### src/rtl/tick_pkg.sv
package tick_pkg;
  localparam int unsigned CNT_W_DEF = 24;
  localparam int unsigned REQ_W_DEF = 32;
  localparam int unsigned DIV_W_DEF = 3;

  typedef struct packed {
    logic run;
    logic irq_en;
    logic src_full;
  } tick_ctrl_t;
endpackage

### src/rtl/tick_prescaler.sv
module tick_prescaler #(
  parameter int unsigned DIV_W = 3
) (
  input  logic clk_i,
  input  logic rst_ni,
  input  logic active_i,
  input  logic clr_i,
  output logic pulse_o
);
  logic [DIV_W-1:0] cnt_q;

  always_ff @(posedge clk_i or negedge rst_ni) begin
    if (!rst_ni)                 cnt_q <= '0;
    else if (clr_i || !active_i) cnt_q <= '0;
    else                         cnt_q <= cnt_q + 1'b1;
  end

  // enable on last phase of each 2^DIV_W window
  assign pulse_o = active_i && (&cnt_q);
endmodule

### src/rtl/tick_regs.sv
module tick_regs
  import tick_pkg::*;
#(
  parameter int unsigned CNT_W = 24,
  parameter int unsigned REQ_W = 32
) (
  input  logic             clk_i,
  input  logic             rst_ni,
  input  logic             cfg_valid_i,
  input  logic [REQ_W-1:0] cfg_reload_i,
  input  logic             ctrl_we_i,
  input  tick_ctrl_t       ctrl_wdata_i,
  input  logic             reload_we_i,
  input  logic [CNT_W-1:0] reload_data_i,
  output tick_ctrl_t       ctrl_o,
  output logic [CNT_W-1:0] reload_o,
  output logic             cfg_fail_o,
  output logic             cfg_apply_o
);
  logic over_range;

  generate
    if (REQ_W > CNT_W) begin : g_range
      assign over_range = |cfg_reload_i[REQ_W-1:CNT_W];
    end else begin : g_norange
      assign over_range = 1'b0;
    end
  endgenerate

  assign cfg_apply_o = cfg_valid_i && !over_range;

  always_ff @(posedge clk_i or negedge rst_ni) begin
    if (!rst_ni) begin
      ctrl_o     <= '0;
      reload_o   <= '0;
      cfg_fail_o <= 1'b0;
    end else if (cfg_valid_i) begin
      cfg_fail_o <= over_range;
      if (!over_range) begin
        reload_o <= cfg_reload_i[CNT_W-1:0];
        ctrl_o   <= '{run: 1'b1, irq_en: 1'b1, src_full: 1'b1};
      end
    end else begin
      if (ctrl_we_i)   ctrl_o   <= ctrl_wdata_i;
      if (reload_we_i) reload_o <= reload_data_i;
    end
  end
endmodule

### src/rtl/tick_counter.sv
module tick_counter #(
  parameter int unsigned CNT_W = 24
) (
  input  logic             clk_i,
  input  logic             rst_ni,
  input  logic             clr_i,
  input  logic             cnt_en_i,
  input  logic [CNT_W-1:0] reload_i,
  input  logic             irq_en_i,
  input  logic             rd_clr_i,
  output logic [CNT_W-1:0] cur_o,
  output logic             flag_o,
  output logic             irq_o
);
  localparam logic [CNT_W-1:0] ONE = CNT_W'(1);

  logic wrap;
  assign wrap = cnt_en_i && (cur_o == ONE);

  always_ff @(posedge clk_i or negedge rst_ni) begin
    if (!rst_ni) begin
      cur_o  <= '0;
      flag_o <= 1'b0;
      irq_o  <= 1'b0;
    end else if (clr_i) begin
      cur_o  <= '0;
      flag_o <= 1'b0;
      irq_o  <= 1'b0;
    end else begin
      if (cnt_en_i) begin
        if (cur_o == '0 || cur_o == ONE) cur_o <= reload_i;
        else                             cur_o <= cur_o - ONE;
      end
      // set beats read-clear
      if (wrap)          flag_o <= 1'b1;
      else if (rd_clr_i) flag_o <= 1'b0;
      irq_o <= wrap && irq_en_i;
    end
  end
endmodule

### src/rtl/periodic_tick_timer.sv
module periodic_tick_timer
  import tick_pkg::*;
#(
  parameter int unsigned CNT_W = CNT_W_DEF,
  parameter int unsigned REQ_W = REQ_W_DEF,
  parameter int unsigned DIV_W = DIV_W_DEF
) (
  input  logic             clk_i,
  input  logic             rst_ni,
  input  logic             cfg_valid_i,
  input  logic [REQ_W-1:0] cfg_reload_i,
  output logic             cfg_fail_o,
  input  logic             ctrl_we_i,
  input  logic             ctrl_run_i,
  input  logic             ctrl_irq_en_i,
  input  logic             ctrl_src_full_i,
  input  logic             ctrl_rd_i,
  input  logic             reload_we_i,
  input  logic [CNT_W-1:0] reload_data_i,
  input  logic             cur_we_i,
  output logic             run_o,
  output logic             irq_en_o,
  output logic             src_full_o,
  output logic             wrap_flag_o,
  output logic [CNT_W-1:0] reload_o,
  output logic [CNT_W-1:0] cur_o,
  output logic             tick_irq_o
);
  tick_ctrl_t ctrl_q, ctrl_wdata;
  logic       cfg_apply, div_pulse, cnt_en, div_active;

  assign ctrl_wdata = '{run: ctrl_run_i, irq_en: ctrl_irq_en_i, src_full: ctrl_src_full_i};

  tick_regs #(.CNT_W(CNT_W), .REQ_W(REQ_W)) u_regs (
    .clk_i         (clk_i),
    .rst_ni        (rst_ni),
    .cfg_valid_i   (cfg_valid_i),
    .cfg_reload_i  (cfg_reload_i),
    .ctrl_we_i     (ctrl_we_i),
    .ctrl_wdata_i  (ctrl_wdata),
    .reload_we_i   (reload_we_i),
    .reload_data_i (reload_data_i),
    .ctrl_o        (ctrl_q),
    .reload_o      (reload_o),
    .cfg_fail_o    (cfg_fail_o),
    .cfg_apply_o   (cfg_apply)
  );

  assign div_active = ctrl_q.run && !ctrl_q.src_full;

  tick_prescaler #(.DIV_W(DIV_W)) u_div (
    .clk_i    (clk_i),
    .rst_ni   (rst_ni),
    .active_i (div_active),
    .clr_i    (cfg_apply || cur_we_i),
    .pulse_o  (div_pulse)
  );

  assign cnt_en = ctrl_q.run && (ctrl_q.src_full || div_pulse);

  tick_counter #(.CNT_W(CNT_W)) u_cnt (
    .clk_i    (clk_i),
    .rst_ni   (rst_ni),
    .clr_i    (cfg_apply || cur_we_i),
    .cnt_en_i (cnt_en),
    .reload_i (reload_o),
    .irq_en_i (ctrl_q.irq_en),
    .rd_clr_i (ctrl_rd_i),
    .cur_o    (cur_o),
    .flag_o   (wrap_flag_o),
    .irq_o    (tick_irq_o)
  );

  assign run_o      = ctrl_q.run;
  assign irq_en_o   = ctrl_q.irq_en;
  assign src_full_o = ctrl_q.src_full;
endmodule

### config.mk
export PLATFORM = sky130hd
export DESIGN_NAME = periodic_tick_timer
export DESIGN_NICKNAME = d
export VERILOG_FILES = /design/src/rtl/tick_pkg.sv /design/src/rtl/tick_prescaler.sv /design/src/rtl/tick_regs.sv /design/src/rtl/tick_counter.sv /design/src/rtl/periodic_tick_timer.sv
export SDC_FILE = /design/constraint.sdc
export NUM_CORES = 1
export LEC_CHECK = 0
export BUFFER_PORTS_ARGS = -buffer_cell sky130_fd_sc_hd__buf_2
export CAP_MARGIN = 20
export CORE_MARGIN = 4
export CORE_UTILIZATION = 54
export DETAILED_ROUTE_END_ITERATION = 6
export PLACE_DENSITY = 0.85
export SLEW_MARGIN = 20
export SYNTH_ARGS = -nofsm -noshare
export SYNTH_HDL_FRONTEND = slang
export SYNTH_HIERARCHICAL = 1
export SYNTH_SLANG_ARGS = --single-unit
### constraint.sdc
create_clock -name clk_i -period 6.85 [get_ports clk_i]
set_input_delay 0.685 -clock clk_i [delete_from_list [all_inputs] [get_ports clk_i]]
set_output_delay 0.685 -clock clk_i [all_outputs]
set_load 0.03 [all_outputs]
==> run_summary.xml <==
<?xml version="1.0" encoding="UTF-8"?>
<metrics>
  <group name="outcome">
    <metric name="outcome" unit="">finished, final reports clean</metric>
  </group>
  <group name="logic_synthesis">
    <metric name="post_synth_mux_area_share" unit="%">4.087</metric>
    <metric name="post_synth_and_or_nand_nor_area_fraction" unit="%">23.76</metric>
    <metric name="synthesis.yosys.warnings" unit="">6</metric>
    <metric name="synth.avg_cell_area" unit="sq um">10.24</metric>
    <metric name="syn-cell-area" unit="sq um">3276</metric>
    <metric name="complex_gate_fraction_of_the_synthesized_area" unit="%">21.62</metric>
    <metric name="netlist-cell-type-count" unit="">56</metric>
    <metric name="syn_nets" unit="">391</metric>
    <metric name="main_combinational_cell_family_by_area_after_synthesis" unit="">simple AND/OR/NAND/NOR gates</metric>
    <metric name="syn-instance-count" unit="">320</metric>
    <metric name="synth_edf_count" unit="">0</metric>
    <metric name="synthAdderAreaFrac" unit="%">1.910</metric>
    <metric name="fraction_of_the_yosys_area_taken_by_sequential_cells" unit="%">43.54</metric>
    <metric name="postSynthRegisterBits" unit="">57</metric>
    <metric name="async_flop_share" unit="%">100.0</metric>
    <metric name="yosys.area_share.xor_xnor" unit="%">0</metric>
    <metric name="synthFlopType" unit="">sky130_fd_sc_hd__dfrtp_1</metric>
  </group>
  <group name="global_routing">
    <metric name="grt_max_degree" unit="">58</metric>
    <metric name="grt_first_pass_wirelength" unit="microns">15020</metric>
    <metric name="groute.usage.overall" unit="%">26.15</metric>
    <metric name="first_global_vias" unit="">3049</metric>
    <metric name="initial_antenna_violation_count" unit="">0</metric>
    <metric name="global_route.overflow_total" unit="">0</metric>
  </group>
  <group name="sta">
    <metric name="timing.final.setup_violations" unit="">0</metric>
    <metric name="clock.fmax" unit="MHz">346.9</metric>
    <metric name="report.final.hold_viol_count" unit="">0</metric>
    <metric name="post-route-min-period" unit="ps">2883</metric>
    <metric name="worst_relative_slew_slack" unit="%">33.52</metric>
    <metric name="timing.setup.tns" unit="ps">0</metric>
    <metric name="worst_slew_pin_slew" unit="ps">992.7</metric>
    <metric name="hold_slack" unit="ps">451.6</metric>
    <metric name="finalClockSkew" unit="ps">8.210</metric>
    <metric name="grt_setup_unrepaired" unit="">false</metric>
    <metric name="timing.final.crit_share" unit="%">42.09</metric>
    <metric name="slew_viol_final" unit="">0</metric>
  </group>
  <group name="floorplan">
    <metric name="initial_core_util" unit="%">55.33</metric>
    <metric name="die_area" unit="sq um">7376</metric>
    <metric name="die-height" unit="microns">85.89</metric>
    <metric name="top_level_ports" unit="">120</metric>
    <metric name="core-area" unit="sq um">5921</metric>
    <metric name="core.rowCount" unit="">28</metric>
    <metric name="die-width" unit="microns">85.89</metric>
  </group>
  <group name="setup_path">
    <metric name="crit_path_max_fanout" unit="">19</metric>
    <metric name="critical_path_arrival" unit="ps">3090</metric>
    <metric name="worst_setup_path_end_kind" unit="">flop</metric>
    <metric name="required" unit="ps">7060</metric>
    <metric name="crit_path_start_kind" unit="">flop</metric>
    <metric name="timing.setup.critical_path_class" unit="">reg2reg</metric>
  </group>
  <group name="route">
    <metric name="drtPass1Iterations" unit="">5</metric>
    <metric name="drtAntennaViolNets" unit="">0</metric>
    <metric name="vias" unit="">3169</metric>
    <metric name="detail_route.drc_violations" unit="">0</metric>
    <metric name="routed_wirelength" unit="microns">9351</metric>
    <metric name="drt-vias-per-instance" unit="">6.141</metric>
    <metric name="wire_per_inst" unit="microns">18.12</metric>
    <metric name="first_iter_violations" unit="">290</metric>
  </group>
  <group name="clocking">
    <metric name="post_cts_clock_slew_at_the_launch_and_capture_registers_of_the_worst_setup_and_hold_paths" unit="ps">70</metric>
    <metric name="post_cts.repair.setup_buffers" unit="">0</metric>
    <metric name="cts_hold_repair.buffers" unit="">0</metric>
    <metric name="cts_max_path_buffers" unit="">2</metric>
    <metric name="htree_levels" unit="">3</metric>
    <metric name="numClockSinks" unit="">57</metric>
    <metric name="clk_latency" unit="ps">340</metric>
    <metric name="cts_made_buffers" unit="">9</metric>
    <metric name="clk_root_buffer_cell" unit="">sky130_fd_sc_hd__clkbuf_8</metric>
    <metric name="clock_tree_from_tritoncts" unit="">yes</metric>
    <metric name="cts_resized" unit="">0</metric>
  </group>
  <group name="place">
    <metric name="place.gp.congestion" unit="">0.9237</metric>
    <metric name="port-buffer-count" unit="">119</metric>
    <metric name="place_hpwl" unit="microns">6508</metric>
  </group>
  <group name="final_layout">
    <metric name="postLayoutCoreUtil" unit="%">69.00</metric>
    <metric name="antenna_cells_inserted" unit="">0</metric>
    <metric name="drive_gt1_share" unit="%">34.92</metric>
    <metric name="final_net_count" unit="">507</metric>
    <metric name="area_taken_by_multi_input_logic_gates" unit="sq um">1683</metric>
    <metric name="register_cell_area_after_layout" unit="sq um">1426</metric>
    <metric name="fillCellCount" unit="">475</metric>
    <metric name="syn_to_final_growth" unit="%">24.71</metric>
  </group>
  <group name="pwr">
    <metric name="p_switching" unit="mW">0.8838</metric>
    <metric name="power_density" unit="nW/um^2">453.0</metric>
    <metric name="clockPowerShare" unit="%">17.3</metric>
    <metric name="intPower" unit="mW">0.9667</metric>
    <metric name="leakagePower" unit="nW">1.935</metric>
    <metric name="vdd_ir_drop_max" unit="V">0.0002892</metric>
    <metric name="power.switching_fraction" unit="%">47.76</metric>
    <metric name="seq_power_share" unit="%">27.6</metric>
    <metric name="part_of_the_total_power_dissipated_in_combinational_logic" unit="%">55.1</metric>
  </group>
  <group name="hold_path">
    <metric name="hold_class" unit="">reg2reg</metric>
  </group>
  <group name="flow_run">
    <metric name="max_cap_viol_count" unit="">0</metric>
  </group>
</metrics>
==> power by group through the flow <==
| stage | clock, mW | combinational (mW) | sequential, mW |
|---|---|---|---|
| 2_1_floorplan | 0 | 0.611 | 0.642 |
| 3_3_place_gp | 0 | 0.962 | 0.507 |
| 3_5_place_dp | 0 | 0.991 | 0.513 |
| 4_1_cts | 0.328 | 1.00 | 0.507 |
| 5_1_grt | 0.342 | 1.10 | 0.523 |
| 6_report | 0.321 | 1.02 | 0.511 |
==> worst paths after layout <==
kind | depth (start not counted) | start | end | slack [ps]
min in group asynchronous | 2 | rst_ni | u_regs/ctrl_o[0] | 470
hold / removal | 1 | u_div/cnt_q[0] | u_div/cnt_q[0] | 450
setup reg to reg | 5 | u_cnt/cur_o[10] | u_cnt/cur_o[18] | 3970
max in group asynchronous | 2 | rst_ni | u_cnt/cur_o[18] | 5890
setup / recovery | 5 | u_cnt/cur_o[10] | u_cnt/cur_o[18] | 3970
hold reg to reg | 1 | u_div/cnt_q[0] | u_div/cnt_q[0] | 450
==> area by class of cell <==
cell class / instances / share of cell area [%]
Multi-Input combinational cell: 232 / 41.19
Sequential cell: 57 / 34.92
Tap cell: 75 / 2.297
Timing Repair Buffer: 122 / 15.13
Inverter: 14 / 1.286
Clock buffer: 15 / 5.054
Clock inverter: 1 / 0.1225
==> cells in the final DEF, fill, tap and decap left out, types with 3 or more instances in the layout <==
cell                          n
sky130_fd_sc_hd__a2111oi_0    3
sky130_fd_sc_hd__a21boi_0     3
sky130_fd_sc_hd__a21oi_1      8
sky130_fd_sc_hd__a32o_1       7
sky130_fd_sc_hd__buf_2      119
sky130_fd_sc_hd__buf_4        3
sky130_fd_sc_hd__clkbuf_8    15
sky130_fd_sc_hd__dfrtp_1     57
sky130_fd_sc_hd__ha_1         5
sky130_fd_sc_hd__inv_1       12
sky130_fd_sc_hd__mux2_1       3
sky130_fd_sc_hd__mux2i_1      7
sky130_fd_sc_hd__nand2_1      9
sky130_fd_sc_hd__nand2b_1    20
sky130_fd_sc_hd__nand3_1      7
sky130_fd_sc_hd__nand4_1      5
sky130_fd_sc_hd__nor2_1      33
sky130_fd_sc_hd__nor2b_1      6
sky130_fd_sc_hd__nor3_1      15
sky130_fd_sc_hd__nor3b_1      3
sky130_fd_sc_hd__nor4_1       5
sky130_fd_sc_hd__o21ai_0     15
sky130_fd_sc_hd__o221a_1     24
sky130_fd_sc_hd__o22ai_1      3
sky130_fd_sc_hd__o2bb2ai_1    4
sky130_fd_sc_hd__o31ai_1      3
sky130_fd_sc_hd__o32ai_1      3
sky130_fd_sc_hd__or2b_1       8
==> through the flow <==
| step | instance area [sq um] | setup slack [ps] | cells | power, mW |
|---|---|---|---|---|
| CTS | 4085 | 3847 | 516 | 1.837 |
| floorplan | 3276 | 4248 | 320 | 1.253 |
| global placement | 3874 | 3912 | 500 | 1.469 |
| global route | 4085 | 3728 | 516 | 1.960 |
| detailed placement | 3874 | 3816 | 500 | 1.503 |
| finish | 4085 | 3967 | 516 | 1.851 |
==> cells by family after synthesis <==
group | count (synthesis)
fa+ha+maj | 5
buf+inv | 31
compound gates | 84
mux | 12
simple gates | 131
flops | 57
==> registers in the layout, indices dropped and copies added (netlist names) <==
name               cells
u_cnt/irq_o            1
u_cnt/cur_o           24
u_cnt/flag_o           1
u_regs/ctrl_o          3
u_regs/cfg_fail_o      1
u_regs/reload_o       24
u_div/cnt_q            3
==> synthesized netlist by cell type, drive strengths merged, types with 3 or more instances <==
master    n  area [sq um]
dfrtp    57          1426
nor2     34         130.1
o221a    24         270.3
nand2b   20         125.1
nor3     15         75.07
o21ai    15         75.07
inv      13         48.79
buf       9         75.06
nand2     9         33.78
a21oi     8         40.04
nand3     8         52.55
or2b      8         60.06
a32o      7         70.07
clkbuf    7         26.28
mux2i     7         70.07
nor2b     7         46.30
nor4      7         73.82
ha        5         62.56
mux2      5         63.81
nand4     5         31.28
nor3b     4         35.03
o2bb2ai   4         35.03
or4       4         37.53
a2111oi   3         26.28
a21boi    3         22.52
o22ai     3         18.77
o31ai     3         22.52
o32ai     3         26.28
or2       3         18.77
==> critical path: stages (launching register included) <==
cell and delay [ps]:
sky130_fd_sc_hd__dfrtp_1 460, sky130_fd_sc_hd__nor4_1 520, sky130_fd_sc_hd__nand4_1 460, sky130_fd_sc_hd__nor2_2 780
sky130_fd_sc_hd__nor3_1 120, sky130_fd_sc_hd__a2111oi_0 400
==> layer usage <==
metal	vias to the layer above	wire length, microns	track usage (%)
met2	185	4518	40.78
met4	0	194	11.22
met1	1517	3897	35.38
met3	17	741	5.379
met5	-	0	0
li1	1450	-	-
No activity file was read; power rests on OpenSTA's default activity.
